===== src/rtl/fpg_pkg.sv =====
package fpg_pkg;
   typedef enum logic [1:0] {
      OPK_NONE = 2'b00,
      OPK_PGM  = 2'b01,
      OPK_ERS  = 2'b10,
      OPK_BAD  = 2'b11
   } op_kind_t;

   function automatic op_kind_t decode_op(input logic pgm, input logic ers);
      return op_kind_t'({ers, pgm});
   endfunction
endpackage


===== src/rtl/fpg_range.sv =====
module fpg_range #(
   parameter int          ADDR_W = 16,
   parameter int          REG_W  = 8,
   parameter int          SHIFT  = 6,
   parameter logic [31:0] BASE   = 32'h0000_C000
) (
   input  logic [REG_W-1:0]  prot_reg,
   input  logic [ADDR_W-1:0] addr,
   output logic              all_open,
   output logic              hit
);
   localparam logic [REG_W-1:0] ALL_ONE  = {REG_W{1'b1}};
   localparam longint           MAX_OFS  = ((longint'(1) << REG_W) - 1) << SHIFT;
   localparam longint           MAX_ADDR = (longint'(1) << ADDR_W) - 1;

   generate
      if (REG_W < 1 || SHIFT < 0 || REG_W + SHIFT > ADDR_W)
         $error("fpg_range: REG_W + SHIFT must fit in ADDR_W");
      if (longint'(BASE) + MAX_OFS > MAX_ADDR)
         $error("fpg_range: protected start can overflow the address space");
   endgenerate

   logic [ADDR_W-1:0] offset;
   logic [ADDR_W-1:0] start;

   generate
      if (SHIFT == 0) begin : g_noshift
         assign offset = ADDR_W'(prot_reg);
      end else begin : g_shift
         assign offset = ADDR_W'({prot_reg, {SHIFT{1'b0}}});
      end
   endgenerate

   assign start    = BASE[ADDR_W-1:0] + offset;
   assign all_open = (prot_reg == ALL_ONE);

   always_comb begin
      if (all_open)
         hit = 1'b0;
      else if (prot_reg == '0)
         hit = 1'b1;
      else
         hit = (addr >= start);
   end
endmodule


===== src/rtl/fpg_hv_seq.sv =====
module fpg_hv_seq
   import fpg_pkg::*;
(
   input  logic clk,
   input  logic rst_n,
   input  logic pgm_mode,
   input  logic ers_mode,
   input  logic reg_rd,
   input  logic hv_req,
   input  logic op_done,
   input  logic blocked,
   output logic hv_permit,
   output logic hv_deny
);
   op_kind_t kind;
   logic     mode_any;
   logic     rd_seen_q;
   logic     rd_seen_d;
   logic     grant;
   logic     permit_d;

   assign kind     = decode_op(pgm_mode, ers_mode);
   assign mode_any = (kind != OPK_NONE);

   always_comb begin
      if (!mode_any || op_done)
         rd_seen_d = 1'b0;
      else if (reg_rd)
         rd_seen_d = 1'b1;
      else
         rd_seen_d = rd_seen_q;
   end

   always_comb begin
      grant = 1'b0;
      if (hv_req && rd_seen_q && !blocked) begin
         unique case (kind)
            OPK_PGM, OPK_ERS: grant = 1'b1;
            default:          grant = 1'b0;
         endcase
      end
   end

   always_comb begin
      if (!mode_any || op_done)
         permit_d = 1'b0;
      else if (grant)
         permit_d = 1'b1;
      else
         permit_d = hv_permit;
   end

   always_ff @(posedge clk or negedge rst_n) begin
      if (!rst_n) begin
         rd_seen_q <= 1'b0;
         hv_permit <= 1'b0;
         hv_deny   <= 1'b0;
      end else begin
         rd_seen_q <= rd_seen_d;
         hv_permit <= permit_d;
         hv_deny   <= hv_req && !grant;
      end
   end

   assert_rise_needs_read_R6: assert property (@(posedge clk) disable iff (!rst_n)
      $rose(hv_permit) |-> $past(rd_seen_q));
   assert_permit_drop_R9: assert property (@(posedge clk) disable iff (!rst_n)
      (!pgm_mode && !ers_mode) |=> !hv_permit);
   assert_deny_excl_R8: assert property (@(posedge clk) disable iff (!rst_n)
      hv_deny |-> !$rose(hv_permit));
endmodule


===== src/rtl/fpg_regwr.sv =====
module fpg_regwr (
   input  logic clk,
   input  logic rst_n,
   input  logic reg_wr_req,
   input  logic test_volt,
   output logic reg_wr_en,
   output logic wr_deny
);
   always_ff @(posedge clk or negedge rst_n) begin
      if (!rst_n) begin
         reg_wr_en <= 1'b0;
         wr_deny   <= 1'b0;
      end else begin
         reg_wr_en <= reg_wr_req && test_volt;
         wr_deny   <= reg_wr_req && !test_volt;
      end
   end

   assert_regwr_volt_R10: assert property (@(posedge clk) disable iff (!rst_n)
      reg_wr_en |-> $past(test_volt));
   assert_regwr_excl_R10: assert property (@(posedge clk) disable iff (!rst_n)
      !(reg_wr_en && wr_deny));
endmodule


===== src/rtl/flash_prot_gate.sv =====
module flash_prot_gate #(
   parameter int          ADDR_W = 16,
   parameter int          REG_W  = 8,
   parameter int          SHIFT  = 6,
   parameter logic [31:0] BASE   = 32'h0000_C000
) (
   input  logic              clk,
   input  logic              rst_n,
   input  logic [REG_W-1:0]  prot_reg,
   input  logic [ADDR_W-1:0] tgt_addr,
   input  logic              pgm_mode,
   input  logic              ers_mode,
   input  logic              mass_sel,
   input  logic              reg_rd,
   input  logic              hv_req,
   input  logic              op_done,
   input  logic              reg_wr_req,
   input  logic              test_volt,
   output logic              hv_permit,
   output logic              reg_wr_en,
   output logic              err
);
   logic all_open;
   logic addr_hit;
   logic blocked;
   logic hv_deny;
   logic wr_deny;

   fpg_range #(
      .ADDR_W(ADDR_W), .REG_W(REG_W), .SHIFT(SHIFT), .BASE(BASE)
   ) u_range (
      .prot_reg (prot_reg),
      .addr     (tgt_addr),
      .all_open (all_open),
      .hit      (addr_hit)
   );

   always_comb begin
      if (mass_sel)
         blocked = !(ers_mode && !pgm_mode && all_open);
      else
         blocked = addr_hit;
   end

   fpg_hv_seq u_seq (
      .clk       (clk),
      .rst_n     (rst_n),
      .pgm_mode  (pgm_mode),
      .ers_mode  (ers_mode),
      .reg_rd    (reg_rd),
      .hv_req    (hv_req),
      .op_done   (op_done),
      .blocked   (blocked),
      .hv_permit (hv_permit),
      .hv_deny   (hv_deny)
   );

   fpg_regwr u_regwr (
      .clk        (clk),
      .rst_n      (rst_n),
      .reg_wr_req (reg_wr_req),
      .test_volt  (test_volt),
      .reg_wr_en  (reg_wr_en),
      .wr_deny    (wr_deny)
   );

   assign err = hv_deny | wr_deny;

   assert_prot_deny_R4: assert property (@(posedge clk) disable iff (!rst_n)
      $rose(hv_permit) |-> !$past(addr_hit) || $past(mass_sel));
   assert_mass_open_R5: assert property (@(posedge clk) disable iff (!rst_n)
      ($rose(hv_permit) && $past(mass_sel)) |-> ($past(prot_reg) == {REG_W{1'b1}}));
   assert_all_open_R3: assert property (@(posedge clk) disable iff (!rst_n)
      (prot_reg == {REG_W{1'b1}}) |-> !addr_hit);
   assert_all_shut_R2: assert property (@(posedge clk) disable iff (!rst_n)
      (prot_reg == '0) |-> addr_hit);
endmodule


===== config.mk =====
export PLATFORM = sky130hd
export DESIGN_NAME = flash_prot_gate
export DESIGN_NICKNAME = d
export VERILOG_FILES = /design/src/rtl/fpg_pkg.sv /design/src/rtl/fpg_range.sv /design/src/rtl/fpg_hv_seq.sv /design/src/rtl/fpg_regwr.sv /design/src/rtl/flash_prot_gate.sv
export SDC_FILE = /design/constraint.sdc
export NUM_CORES = 1
export LEC_CHECK = 0
export BUFFER_PORTS_ARGS = -buffer_cell sky130_fd_sc_hd__clkbuf_2
export CAP_MARGIN = 20
export CORE_AREA = 4 4 41 43
export CTS_BUF_LIST = sky130_fd_sc_hd__clkbuf_8
export DETAILED_ROUTE_END_ITERATION = 6
export DIE_AREA = 0 0 45 47
export PLACE_DENSITY = 0.77
export SLEW_MARGIN = 15
export SYNTH_ARGS = -nofsm -noshare
export SYNTH_HDL_FRONTEND = slang
export SYNTH_SLANG_ARGS = --single-unit
export TNS_END_PERCENT = 5

===== constraint.sdc =====
create_clock -name clk -period 1.8 [get_ports clk]
set_clock_uncertainty 0.2 [all_clocks]
set_input_delay 0.27 -clock clk [delete_from_list [all_inputs] [get_ports clk]]
set_output_delay 0.27 -clock clk [all_outputs]
set_load 0.05 [all_outputs]

==> results of run 1 <==
==> synth_stat cells <==
library cell,n,area (um^2)
and4_1,1,8.76
dfrtp_1,5,125
and2_1,1,6.26
nand4_1,2,12.5
a21o_1,1,7.51
and3_1,1,6.26
a2111oi_1,1,10.0
nor4bb_1,1,10.0
and3_4,1,11.3
nor2b_1,1,6.26
or4_4,1,11.3
or2_2,1,6.26
ha_1,10,125
nor2_1,1,3.75
o21ai_0,1,5.00
a221o_2,1,11.3
or4_1,1,7.51
a211oi_1,1,7.51
o21a_1,1,7.51
o22ai_2,1,12.5
nand2_1,1,3.75
nand3_1,1,5.00
nor4_1,1,6.26
inv_1,12,45.0
a21bo_1,1,10.0
o31a_1,1,8.76
a2111oi_0,1,8.76
a221o_1,1,10.0
o41ai_1,1,8.76
a21oi_1,3,15.0
==> state kept, by name (all words and copies together) (netlist names) <==
name and flops:
u_regwr.reg_wr_en 1, u_regwr.wr_deny 1, u_seq.hv_deny 1, u_seq.hv_permit 1
u_seq.rd_seen_q 1
==> power by group through the flow <==
stage / clock network [uW] / registers [uW] / logic [uW]
finish: 199 / 120 / 134
CTS: 205 / 120 / 135
global placement: 0 / 122 / 125
floorplan: 0 / 127 / 54.9
detailed placement: 0 / 122 / 132
global route: 221 / 121 / 151
==> area by class of cell <==
class	instances	area (um^2)
Clock buffer	3	41.3
Clock inverter	1	3.75
Fill cell	113	459
Inverter	12	45.0
Multi-Input combinational cell	40	358
Sequential cell	5	125
Tap cell	15	18.8
Timing Repair Buffer	45	250
==> metal layers <==
metal  wire, um  track usage [%]  vias to the layer above
met2        727             28.2                       33
met5          0                0                        -
li1           -                -                      314
met3        108             4.98                        4
met1        539             15.2                      280
met4         35             10.5                        0
==> through the flow <==
step / TNS, ps / instance area, um^2 / cells / setup slack [ps]
floorplan: 0 / 523 / 57 / 7.59
global placement: -265 / 782 / 116 / -145
detailed placement: -437 / 782 / 116 / -233
CTS: 0 / 837 / 121 / 9.81
global route: 0 / 842 / 121 / 31.2
finish: 0 / 842 / 121 / 78.9
==> cell families after synthesis <==
| kind of cell | Yosys count | share of synthesized area, % |
|---|---|---|
| compound gates | 15 | 23.4 |
| flops | 5 | 23.9 |
| fa+ha+maj | 10 | 23.9 |
| buf+inv | 12 | 8.61 |
| simple gates | 15 | 20.1 |
==> what timing repair did <==
| item | in CTS | in global routing |
|---|---|---|
| hold buffers | 1 | 0 |
| endpoints found under the setup margin | 0 | 2 |
| gates resized for setup | 0 | 1 |
| buffers inserted | 0 | 0 |
| endpoints found under the hold margin | 5 | 0 |
==> worst max path at each step <==
stage	from	end	cells after the start
floorplan	prot_reg[4]	u_seq.hv_deny	6
global placement	prot_reg[4]	u_seq.hv_deny	7
detailed placement	prot_reg[4]	u_seq.hv_deny	7
CTS	prot_reg[4]	u_seq.hv_deny	7
global route	prot_reg[4]	u_seq.hv_deny	7
finish	prot_reg[1]	u_seq.hv_permit	7
==> critical path: stages <==
cell and delay [ps]:
clkbuf_2 90, inv_1 40, ha_1 290, nor4bb_1 130
a221o_2 340, a2111oi_1 350, a21bo_1 160
==> impl_metrics.toml, run 1 <==
[global_routing]
grt_max_degree = 6
grtUsageTotal_pct = 15.6
grt_pass1_wl_um = 2350
grt_pass1_vias = 637
antenna_found_initial = 0
overflow = 0

[synthesis]
syn_nets = 101
synth_area_um2 = 523
ys_seq_area_share_pct = 23.9
avgSynthCellArea_um2 = 9.18
ys_warn_count = 0
syn_inst = 57
ys_ff_latch = 5
yosysUniqueCellTypes = 30

[setup_path]
cp-end-kind = "register"
critPathKind = "input pin to register"
worstPathRequired_ps = 1760
cp.arrival_ps = 1680
r2r_slack_ps = 310
r2r_cells = 4
r2r-start = "u_seq.rd_seen_q"
cp_max_fo = 2
r2r-end = "u_seq.hv_permit"
worstSetupStartpointType = "input pin"

[clocking]
clk_pin_slew_ps = 30
h-tree-depth = 1
root_buffer = "clkbuf_8"
cts_sinks = 5
clock_latency_ps = 220
cts_tree = "built"
cts_inserted_buffers = 3
clockBufferDepth = 2

[power_and_ir_drop]
p_leak_uw = 0.000497
power.share.clock_pct = 43.8
seqPwrFrac_pct = 26.6
switchingPower_uw = 118
p_total_uw = 453
netSwitchingFraction_pct = 26.0
comb_power_share_pct = 29.6
pwr_density_cell_mw_per_mm2 = 538
ir_drop_mv = 0.278
p_int_uw = 335

[drt]
avgRoutedWirePerCell_um = 11.7
vias_per_cell = 5.21
dr_total_vias = 631
antenna_left = 0
dr.first_iter.drc_count = 9
drc_errors = 0
dr.pass1.iters = 3
finalWirelength_um = 1410

[timing]
fmax_ghz = 0.581
drv_slew = 0
grt_setup_unrepaired = "no"
setup_viol_count_final = 0
maxSlewHeadroom_pct = 73.6
hold_violations = 0
finalCriticalPeriod_ps = 1720
fin_crit_sh_pct = 95.6
worstMarginPinSlew_ps = 387
holdWs_ps = 7.48

[die]
num_io_pins = 37
die-area_mm2 = 0.00212
row_count = 13
die_height_um = 47
die_x_um = 45
start_util_pct = 40.2
core_mm2 = 0.00130

[cells_and_area]
antenna-diode-count = 0
final_core_util_pct = 64.7
nNetsFinal = 151
final_common_cell = "clkbuf_2"
mostFrequentLayoutCells = "clkbuf_2 (36), inv_1 (13), ha_1 (10), buf_4 (8), dfrtp_1 (5)"
drive_above_1_share_pct = 50.0
area_growth_pct = 61.0

[min_path]
hp-class = "input pin to register"
min-delay-start = "test_volt"
holdPathStages = 2
min_delay_worst_endpoint = "u_regwr.wr_deny"

[place]
gp_congestion = 0.747
dp_hpwl_um = 1310
portBuffers = 36

[status]
status = "finished clean"

[run]
drv_cap = 0
Power figures use the tool's default switching activity.
==> inputs of run 2 (changes only) <==
- MAX_ROUTING_LAYER: default -> met4
==> run 2 against run 1 <==
  * The run now ends with hold timing left
  * Final area did not move
  * Critical path depth unchanged
  * Maximum frequency rose by 0.51%
  * Largest power group unchanged
==> impl_metrics.toml, run 2 (synthesis gave the netlist of run 1 again) <==
[clocking]
post_cts_buffers = 0
cts_tree = "built"
h-tree-depth = 1
cts_inserted_buffers = 3
root_buffer = "clkbuf_8"
clock_latency_ps = 230
cts_sinks = 5
clk_pin_slew_ps = 30
clockBufferDepth = 2

[setup_path]
r2r-end = "u_seq.hv_permit"
worstSetupStartpointType = "input pin"
crit_buf_inv = 2
crit_slowest_cell = "a2111oi_1"
r2r_slack_ps = 320
crit_end = "u_seq.hv_permit"
cp-end-kind = "register"
crit_chain = "clkbuf_2 -> inv_1 -> ha_1 -> nor4bb_1 -> a221o_2 -> a2111oi_1 -> a21bo_1"
r2r_cells = 4
critPathLaunch = "prot_reg[1]"
path_depth = 7
critPathMaxStageDelay_ps = 350
cp_max_fo = 2
worstPathRequired_ps = 1770
cp.arrival_ps = 1680
critPathKind = "input pin to register"
r2r-start = "u_seq.rd_seen_q"
crit_family = "compound AO/OA/AOI/OAI gates"

[drt]
finalWirelength_um = 1440
dr_total_vias = 632
dr.first_iter.drc_count = 16
dr.pass1.iters = 3
avgRoutedWirePerCell_um = 11.9
drc_errors = 0
vias_per_cell = 5.22
antenna_left = 0

[timing]
fin_crit_sh_pct = 95.1
timing.final.ws_setup_ps = 87.7
hold_violations = 1
maxSlewHeadroom_pct = 74.4
setup_viol_count_final = 0
holdWs_ps = -0.609
fmax_ghz = 0.584
grt_setup_unrepaired = "no"
drv_slew = 0
worstMarginPinSlew_ps = 374
finalCriticalPeriod_ps = 1710

[cells_and_area]
mostFrequentLayoutCells = "clkbuf_2 (36), inv_1 (13), ha_1 (10), buf_4 (8), dfrtp_1 (5)"
final_common_cell = "clkbuf_2"
area_growth_pct = 61.0
antenna-diode-count = 0
drive_above_1_share_pct = 50.0
final_core_util_pct = 64.7
nNetsFinal = 151
finalInstanceArea_um2 = 842

[min_path]
hp-class = "input pin to register"
holdPathStages = 2

[die]
num_io_pins = 37
die-area_mm2 = 0.00212
start_util_pct = 40.2
die_x_um = 45
core_mm2 = 0.00130
die_height_um = 47
row_count = 13

[place]
dpl_worst_slack_ps = -233
dp_hpwl_um = 1310
gp_congestion = 0.756
portBuffers = 36
place_area_um2 = 782

[run]
drv_cap = 0

[global_routing]
grtUsageTotal_pct = 16.1
grt_pass1_vias = 636
grt_pass1_wl_um = 2350
grt_max_degree = 6
overflow = 0
antenna_found_initial = 0

[power_and_ir_drop]
p_leak_uw = 0.000497
ir_drop_mv = 0.279
pwr_density_cell_mw_per_mm2 = 547

[status]
violations = "hold timing"
status = "finished with violations"
[run 2: repair_timing]
| action | 4_1_cts | 5_1_grt |
|---|---|---|
| hold buffers | 1 | 0 |
| setup endpoints to repair | 0 | 2 |
| resized for setup | 0 | 1 |
| hold endpoints to repair | 5 | 0 |
[run 2: how the worst min path moves through the flow]
stage / from / end / slack, ps
4_1_cts: test_volt / u_regwr.wr_deny / 3
3_5_place_dp: rst_n / u_seq.rd_seen_q / -110
2_1_floorplan: rst_n / u_regwr.reg_wr_en / -230
5_1_grt: test_volt / u_regwr.wr_deny / 20
6_report: test_volt / u_regwr.wr_deny / -0.6
3_3_place_gp: rst_n / u_regwr.wr_deny / -110
[run 2: area by class of cell]
class	count	area (um^2)
fillers	113	459
well taps	15	18.8
clock inverters	1	3.75
repair buffers	45	250
multi-input cells	40	358
inverters	12	45.0
clock buffers	3	41.3
flip-flops and latches	5	125
[run 2: metal layers]
layer  up-vias  global-route usage (%)  wire (um)
li1        313                       -          -
met1       280                    15.2        539
met2        33                    28.2        729
met3         6                    4.98        112
met4         0                    10.5         58
met5         -                       -          0
[run 2: metrics by stage]
step | std cells | total power [uW] | setup TNS, ps
after floorplan | 57 | 181 | 0
after global placement | 116 | 247 | -265
after detailed placement | 116 | 254 | -437
after CTS | 121 | 461 | 0
after global routing | 121 | 493 | 0
final | 121 | 461 | 0
[run 2: where the power goes]
part | internal (uW) | switching, uW
Sequential | 119 | 1.81
Combinational | 71.0 | 63.5
Clock | 146 | 59.6
Total | 336 | 125
[run 2: worst register-to-register path, stage by stage (launching register included)]
cell and delay, ps:
dfrtp_1 340, nand3_1 130, a2111oi_0 420, o21ai_0 140
a21bo_1 190
==> inputs of run 3 (changes only) <==
- CORE_AREA: 4 4 41 43 -> default
- CORE_MARGIN: default -> 4
- CORE_UTILIZATION: default -> 39
- CTS_BUF_LIST: sky130_fd_sc_hd__clkbuf_8 -> default
- DIE_AREA: 0 0 45 47 -> default
==> run 3 against run 2 <==
  * The run now ends clean
  * Critical path depth stayed put
  * Clock power is 35% lower
  * Power is 15% lower
  * First-iteration DRC count is 75% lower
  * Die area is 5.9% lower
  * Worst hold slack better by 33 ps
  * Maximum frequency is 0.13% higher
  * Sequential share of layout area is 0.089 points higher
  * Sequential power hardly changed
  * Final cell count stayed put
  * Global-route usage is 0.47 points lower
  * Critical endpoint is now u_seq.hv_deny
==> impl_metrics.toml, run 3 (synthesis gave the netlist of run 1 again) <==
[global_routing]
grt_max_degree = 6
grt_pass1_vias = 624
antenna_found_initial = 0
grtUsageTotal_pct = 15.7
grt_pass1_wl_um = 2300
overflow = 0

[drt]
dr.pass1.iters = 4
dr_total_vias = 612
avgRoutedWirePerCell_um = 12.2
finalWirelength_um = 1470
dr.first_iter.drc_count = 4
antenna_left = 0
drc_errors = 0
vias_per_cell = 5.06

[setup_path]
r2r-start = "u_seq.rd_seen_q"
r2r_slack_ps = 360
r2r-end = "u_seq.hv_deny"
r2r_cells = 4
cp-end-kind = "register"
cp_max_fo = 2
worstSetupStartpointType = "input pin"
critPathKind = "input pin to register"
worstPathRequired_ps = 1710
critPathLaunch = "prot_reg[4]"
cp.arrival_ps = 1620

[cells_and_area]
nNetsFinal = 152
area_growth_pct = 60.0
final_common_cell = "clkbuf_2"
antenna-diode-count = 0
drive_above_1_share_pct = 50.5
mostFrequentLayoutCells = "clkbuf_2 (36), inv_1 (12), ha_1 (10), buf_4 (8), dfrtp_1 (5)"

[min_path]
hp-class = "input pin to register"
min_delay_worst_endpoint = "u_seq.rd_seen_q"
holdPathStages = 2
min-delay-start = "reg_rd"

[clocking]
cts_inserted_buffers = 3
post_cts_buffers = 0
clock_latency_ps = 240
root_buffer = "clkbuf_4"
cts_tree = "built"
clockBufferDepth = 2
clk_pin_slew_ps = 50
cts_sinks = 5
h-tree-depth = 1

[status]
status = "finished clean"

[power_and_ir_drop]
ir_drop_mv = 0.277
pwr_density_cell_mw_per_mm2 = 467
p_leak_uw = 0.000490
p_total_uw = 391

[timing]
setup_viol_count_final = 0
fin_crit_sh_pct = 95.0
grt_setup_unrepaired = "no"
fmax_ghz = 0.585
finalCriticalPeriod_ps = 1710
maxSlewHeadroom_pct = 74.2
drv_slew = 0
worstMarginPinSlew_ps = 383
fin_setup_tns_ps = 0
hold_violations = 0

[die]
num_io_pins = 37
die_height_um = 44.6
core_mm2 = 0.00119
row_count = 12
start_util_pct = 44.1
die_x_um = 44.6
die-area_mm2 = 0.00199

[run]
drv_cap = 0

[place]
dp_hpwl_um = 1240
portBuffers = 36
gp_congestion = 0.743
-- run 3: cell types whose count changed in the layout (fill, tap and decap cells not counted) --
cell	previous run	this run
clkbuf_1	0	1
a2111oi_1	1	0
a2111oi_2	0	1
clkbuf_8	3	0
inv_1	13	12
dlygate4sd3_1	1	2
clkbuf_4	0	3
-- run 3: area by class of cell --
type                    count  area (um^2)
multi-input cells          40          363
fillers                   100          349
repair buffers             46          260
flip-flops and latches      5          125
inverters                  12         45.0
clock buffers               4         26.3
well taps                  14         17.5
-- run 3: worst max path at each step --
stage | end | slack, ps | depth (start not counted)
finish | u_seq.hv_deny | 90 | 7
detailed placement | u_seq.hv_deny | -270 | 7
floorplan | u_seq.hv_deny | 8 | 6
global route | u_seq.hv_deny | 30 | 7
CTS | u_seq.hv_deny | 60 | 7
global placement | u_seq.hv_deny | -150 | 7
-- run 3: layer usage --
metal  track usage, %  part of all wire (%)  vias to the layer above
met3             1.22                   8.2                        0
met1             17.7                    41                      267
met2             28.4                    51                       28
met5                -                     0                        -
li1                 -                     -                      317
met4             5.42                     0                        0
-- run 3: critical path, stage by stage --
cell and delay, ps:
clkbuf_2 100, inv_1 50, ha_1 290, and3_1 210, a221o_1 370, a211oi_2 220
a21oi_1 110
-- run 3: power by group --
group	internal [uW]	switching [uW]
Clock	84.0	48.7
Sequential	118	1.70
Combinational	72.7	65.5
Total	275	116
-- run 3: what timing repair did --
action / in CTS / in global routing
hold buffers: 2 / 0
endpoints found under the setup margin: 1 / 2
resized for setup: 1 / 1
endpoints found under the hold margin: 6 / 0
pin swaps: 0 / 1
-- run 3: metrics by stage --
stage	worst slack (ps)	instance area, um^2	utilization [%]	hold WS (ps)	cells
2_1_floorplan	7.59	523	-	-226	57
3_3_place_gp	-146	781	65.8	-113	115
3_5_place_dp	-269	781	65.8	-103	115
6_report	89.9	837	70.6	32.2	121
4_1_cts	59.7	832	70.1	37.8	121
5_1_grt	25.3	837	70.6	41.7	121
